--- src/rtl/iqw_pkg.sv ---
package iqw_pkg;

    localparam int TAG_W = 6;

    typedef logic [TAG_W-1:0] tag_t;

    typedef struct packed {
        logic vld;
        logic ra;
        logic rb;
        tag_t sa;
        tag_t sb;
        tag_t dst;
    } entry_t;

    typedef struct packed {
        logic vld;
        tag_t tag;
    } bcast_t;

    // Set source ready flags whose tag matches a live broadcast stage.
    function automatic entry_t wake_entry(entry_t e, bcast_t b);
        entry_t r;
        r = e;
        if (b.vld && (b.tag == e.sa)) r.ra = 1'b1;
        if (b.vld && (b.tag == e.sb)) r.rb = 1'b1;
        return r;
    endfunction

endpackage

--- src/rtl/iqw_bcast_pipe.sv ---
module iqw_bcast_pipe
    import iqw_pkg::*;
#(
    parameter int NSTG = 4
) (
    input  logic   clk,
    input  logic   rst,
    input  bcast_t bc_in,
    output bcast_t stg [NSTG]
);
    // Stage 0 is the live broadcast; each later stage is one cycle older.
    assign stg[0] = bc_in;

    genvar k;
    generate
        for (k = 1; k < NSTG; k++) begin : g_stage
            bcast_t r;
            always_ff @(posedge clk) begin
                if (rst) r <= '0;
                else     r <= stg[k-1];
            end
            assign stg[k] = r;
        end
    endgenerate
endmodule

--- src/rtl/iqw_hole_scan.sv ---
module iqw_hole_scan #(
    parameter int DEPTH = 32
) (
    input  logic [DEPTH-1:0] vld,
    output logic [DEPTH-1:0] take_up
);
    // take_up[j]: some slot at index <= j is empty, so slot j pulls from j+1.
    always_comb begin
        logic acc;
        acc = 1'b0;
        for (int j = 0; j < DEPTH; j++) begin
            acc        = acc | ~vld[j];
            take_up[j] = acc;
        end
    end
endmodule

--- src/rtl/iqw_slot.sv ---
module iqw_slot
    import iqw_pkg::*;
#(
    parameter bit CROSS = 1'b0
) (
    input  logic   clk,
    input  logic   rst,
    input  entry_t upper,
    input  logic   take_up,
    input  logic   kill_own,
    input  logic   kill_up,
    input  bcast_t st_own,
    input  bcast_t st_up,
    output entry_t q
);
    entry_t cand;
    entry_t nxt;

    always_comb begin
        cand     = take_up ? upper : q;
        cand.vld = cand.vld & ~(take_up ? kill_up : kill_own);
        nxt      = wake_entry(cand, st_own);
        // A mover from the neighbouring group also checks that group's stage.
        if (CROSS && take_up) nxt = wake_entry(nxt, st_up);
    end

    always_ff @(posedge clk) begin
        if (rst) q <= '0;
        else     q <= nxt;
    end
endmodule

--- src/rtl/iqw_wakeup_queue.sv ---
module iqw_wakeup_queue
    import iqw_pkg::*;
#(
    parameter int DEPTH = 32,
    parameter int GROUP = 8
) (
    input  logic                   clk,
    input  logic                   rst,
    input  logic                   alloc_valid,
    input  logic [TAG_W-1:0]       alloc_src_a,
    input  logic                   alloc_src_a_rdy,
    input  logic [TAG_W-1:0]       alloc_src_b,
    input  logic                   alloc_src_b_rdy,
    input  logic [TAG_W-1:0]       alloc_dst,
    output logic                   full,
    input  logic                   bc_valid,
    input  logic [TAG_W-1:0]       bc_tag,
    input  logic [DEPTH-1:0]       issue,
    output logic [DEPTH-1:0]       slot_valid,
    output logic [DEPTH-1:0]       slot_ready,
    output logic [DEPTH*TAG_W-1:0] slot_dst
);
    localparam int NGRP = DEPTH / GROUP;

    entry_t           q [DEPTH];
    bcast_t           stg [NGRP];
    bcast_t           bc_in;
    entry_t           alloc_e;
    logic [DEPTH-1:0] take_up;

    assign bc_in.vld = bc_valid;
    assign bc_in.tag = bc_tag;

    iqw_bcast_pipe #(.NSTG(NGRP)) u_pipe (
        .clk  (clk),
        .rst  (rst),
        .bc_in(bc_in),
        .stg  (stg)
    );

    iqw_hole_scan #(.DEPTH(DEPTH)) u_scan (
        .vld    (slot_valid),
        .take_up(take_up)
    );

    assign full = ~take_up[DEPTH-1];

    always_comb begin
        alloc_e.vld = alloc_valid & ~full;
        alloc_e.ra  = alloc_src_a_rdy;
        alloc_e.rb  = alloc_src_b_rdy;
        alloc_e.sa  = alloc_src_a;
        alloc_e.sb  = alloc_src_b;
        alloc_e.dst = alloc_dst;
    end

    genvar j;
    generate
        for (j = 0; j < DEPTH; j++) begin : g_slot
            localparam int GO = j / GROUP;
            if (j == DEPTH - 1) begin : g_tail
                iqw_slot #(.CROSS(1'b0)) u_slot (
                    .clk(clk), .rst(rst),
                    .upper(alloc_e), .take_up(take_up[j]),
                    .kill_own(issue[j]), .kill_up(1'b0),
                    .st_own(stg[GO]), .st_up(stg[GO]),
                    .q(q[j])
                );
            end else begin : g_body
                localparam int GU = (j + 1) / GROUP;
                iqw_slot #(.CROSS(GU != GO)) u_slot (
                    .clk(clk), .rst(rst),
                    .upper(q[j+1]), .take_up(take_up[j]),
                    .kill_own(issue[j]), .kill_up(issue[j+1]),
                    .st_own(stg[GO]), .st_up(stg[GU]),
                    .q(q[j])
                );
            end
            assign slot_valid[j]               = q[j].vld;
            assign slot_ready[j]               = q[j].vld & q[j].ra & q[j].rb;
            assign slot_dst[j*TAG_W +: TAG_W]  = q[j].dst;
        end
    endgenerate
endmodule

--- config.mk ---
export PLATFORM = sky130hd
export DESIGN_NAME = iqw_wakeup_queue
export DESIGN_NICKNAME = d
export VERILOG_FILES = /design/src/rtl/iqw_pkg.sv /design/src/rtl/iqw_bcast_pipe.sv /design/src/rtl/iqw_hole_scan.sv /design/src/rtl/iqw_slot.sv /design/src/rtl/iqw_wakeup_queue.sv
export SDC_FILE = /design/constraint.sdc
export NUM_CORES = 2
export LEC_CHECK = 0
export BUFFER_PORTS_ARGS = -buffer_cell sky130_fd_sc_hd__buf_4
export CORE_MARGIN = 4
export CORE_UTILIZATION = 35
export CTS_CLUSTER_SIZE = 12
export DETAILED_ROUTE_END_ITERATION = 7
export PLACE_DENSITY = 0.52
export SLEW_MARGIN = 20
export SYNTH_ARGS = -nofsm -noshare
export SYNTH_HDL_FRONTEND = slang
export SYNTH_SLANG_ARGS = --single-unit
--- constraint.sdc ---
create_clock -name clk -period 2.4 [get_ports clk]
set_input_delay 0.24 -clock clk [delete_from_list [all_inputs] [get_ports clk]]
set_output_delay 0.24 -clock clk [all_outputs]
set_load 0.03 [all_outputs]
==> impl_metrics.json <==
{
  "timing.hold.worst.start": "issue[6]",
  "drt-total-wl_um": 116000,
  "cts_inserted_buffers": 84,
  "root_buffer": "clkbuf_16",
  "clkPwrFrac_pct": 51.5,
  "hold_ws_ps": 46.9,
  "ys_types": 81,
  "critPathMaxFanout": 8,
  "start_kind": "flip-flop",
  "syn-num-nets": 4117,
  "final_hold_viol_count": 0,
  "switchingPower_uw": 6230,
  "r2r-start": "g_slot[3].g_body.u_slot.q[20]",
  "fin_area_mm2": 0.0432,
  "violations": "setup timing",
  "std_cell_rows": 113,
  "critPathSlowestCell": "nor4_4",
  "finish.utilization_pct": 45.3,
  "gp_congestion": 0.878,
  "grt_pass1_wl_um": 177000,
  "insertion_delay_ps": 650,
  "yosysTopAreaCell": "dfxtp_1",
  "ant_nets": 0,
  "ir_drop_uv": 462,
  "cts_sinks": 693,
  "num-fill-cells": 9484,
  "syn2layout_area_growth_pct": 28.5,
  "dieArea_mm2": 0.101,
  "final_nets": 4534,
  "hp-class": "input pin to flip-flop",
  "grt_pass1_vias": 29000,
  "rsz0062_at_grt": "true",
  "cpPeakStageDelay_ps": 400,
  "place_area_mm2": 0.0382,
  "timing.slew.headroom_pct": 43.8,
  "end_kind": "primary output",
  "vias": 29800,
  "maxSlewViolCount": 0,
  "crit_path_cell_trace": "and4_4 > buf_12 > nand4_1 > nor4_4 > buf_4 > buf_6",
  "swShare_pct": 23.1,
  "avgSynthCellArea_um2": 8.28,
  "worstPathRequired_ps": 2160,
  "die_x_um": 318,
  "synth_ff_type": "dfxtp_1",
  "synthesis.area_mm2": 0.0336,
  "cts_tree": "built",
  "power.density_mw_per_mm2": 627,
  "pwr-share-comb_pct": 5.1,
  "dr.pass1.iters": 5,
  "viasPerCell": 5.14,
  "grt.overflow.total": 0,
  "worstHoldPathCells": 4,
  "layout-drive-gt1-share_pct": 23.4,
  "leakagePower_uw": 0.0165,
  "grt_max_degree": 171,
  "yosysSeqAreaShare_pct": 41.3,
  "clkTransAtPathRegs_ps": 60,
  "fin_crit_sh_pct": 108,
  "setup_viol": 11,
  "ys_warn_count": 0,
  "hold_end": "g_slot[6].g_body.u_slot.q[20]",
  "power_frac_seq_pct": 43.4,
  "rr_worst_depth": 11,
  "setup_slack_ps": -182,
  "crit_arrival_ps": 2340,
  "rrSetupSlack_ps": -90,
  "port_buffers": 318,
  "timing.rr.end": "g_slot[17].g_body.u_slot.q[19]",
  "drc": 0,
  "ctsHtreeMaxLevel": 3,
  "async_flop_share_pct": 0,
  "clock_path_buffers": 3,
  "antenna_found_initial": 1,
  "synth-edff-count": 0,
  "drt_iter0_markers": 1999,
  "crit_start": "g_slot[9].g_body.u_slot.q[20]",
  "synth_cells": 4055,
  "die_y_um": 318,
  "tightest_slew_ps": 843,
  "track_usage_pct": 21.8,
  "io_pins": 319,
  "synth_top_area_share_pct": 41.3,
  "fin_skew_ps": 22.0,
  "run_status": "finished, violations left",
  "post-place-ws_ps": -151,
  "fmax_mhz": 387,
  "power.internal_uw": 20800,
  "cap_violations": 0,
  "fin_crit_ps": 2580,
  "start_util_pct": 35.3,
  "p_total_uw": 27000,
  "wl_per_cell_um": 20.0,
  "coreArea_mm2": 0.0952,
  "antenna_cells": 0,
  "hpwl_um": 82200,
  "ys_ff_latch": 693,
  "synth_area_leaders": "dfxtp_1, nand2_1, mux2i_1",
  "critical_path_class": "flip-flop to primary output"
}
flip-flops by register name (all words and copies together) (netlist names):
name and count:
g_slot.g_body.u_slot.q 651, g_slot.g_tail.u_slot.q 21, u_pipe.stg 21
area by class of cell:
class	instances	area [um^2]	area share, %
flip-flops and latches	693	13900	32.2
well taps	1265	1580	3.67
repair buffers	821	7030	16.3
clock buffers	117	2410	5.58
multi-input cells	2819	17400	40.4
clock inverters	35	593	1.37
inverters	53	199	0.461
power by group through the flow:
stage / Clock [uW] / Sequential (uW) / Combinational (uW)
global placement: 0 / 12000 / 1300
finish: 13900 / 11700 / 1390
global route: 14800 / 11700 / 1500
detailed placement: 0 / 12000 / 1300
floorplan: 0 / 11900 / 845
CTS: 14300 / 11700 / 1380
worst max-delay path by stage:
stage	slack, ps	to
floorplan	80	g_slot[13].g_body.u_slot.q[18]
global placement	-240	g_slot[20].g_body.u_slot.q[19]
detailed placement	-150	g_slot[23].g_body.u_slot.q[19]
CTS	-380	full
global route	-260	full
finish	-180	full
cells by family after synthesis:
logic type,after synthesis,share of synthesized area (%)
AOI/OAI and AO/OA,715,12.6
xor gates and xnor gates,339,8.84
buffers and inverters,543,8.94
DFF,693,41.3
muxes,271,8.09
and+or+nand+nor,1494,20.2
critical path: cells and delay by family, from the launching register on:
family | cells | cell delay [ps]
AND/OR/NAND/NOR | 3 | 880
buffers and inverters | 3 | 440
flip-flops | 1 | 370
Yosys cell counts, types with 15 or more instances:
| library cell | instances |
|---|---|
| a21oi_1 | 431 |
| a31oi_1 | 22 |
| and3_1 | 73 |
| buf_1 | 38 |
| buf_2 | 58 |
| buf_4 | 234 |
| clkbuf_1 | 158 |
| dfxtp_1 | 693 |
| inv_1 | 42 |
| mux2i_1 | 267 |
| nand2_1 | 728 |
| nand2b_1 | 15 |
| nand3_1 | 76 |
| nand4_1 | 57 |
| nor2_1 | 349 |
| nor2b_1 | 18 |
| nor3_1 | 36 |
| nor4_1 | 36 |
| o21ai_0 | 68 |
| o22ai_1 | 35 |
| xnor2_1 | 222 |
| xor2_1 | 117 |
metrics by stage:
stage	instances	TNS (ps)
after floorplan	4055	0
after global placement	5538	-1320
after detailed placement	5538	-3220
after CTS	5758	-815
after global routing	5803	-3570
final	5803	-592
layer usage:
metal / track usage [%] / vias to the layer above / wire length [um]
met5: 0 / - / 0
met4: 5.43 / 0 / 2250
met3: 3.71 / 133 / 6720
met2: 35.4 / 832 / 53500
met1: 30.2 / 14400 / 53700
li1: - / 14500 / -
layout by cell type (no fill, tap or decap), types with 11 or more instances in the layout:
master           n
nand2_1        728
buf_4          688
dfxtp_1        679
a21oi_1        427
nor2_1         347
xnor2_1        221
mux2i_1        212
xor2_1         117
clkbuf_16       89
nand3_1         73
and3_1          68
o21ai_0         60
nand4_1         57
dlygate4sd3_1   55
buf_12          43
inv_1           42
o22ai_1         35
nor4_1          32
nor3_1          32
mux2i_2         28
mux2i_4         27
buf_6           24
a31oi_1         22
nor2b_1         18
clkbuf_1        17
nand2b_1        15
bufinv_16       15
clkbuf_8        14
or4_1           13
a41o_1          13
o221ai_1        13
clkinv_2        13
nand3b_1        12
and2_1          11
o2111ai_1       11
repair_timing:
item	CTS	global route
pin swaps	9	34
gates cloned	1	4
endpoints found under the hold margin	58	0
setup endpoints to repair	67	85
setup buffers	12	43
hold buffers	55	0
resized for setup	50	171
(Power assumes the default switching activity.)
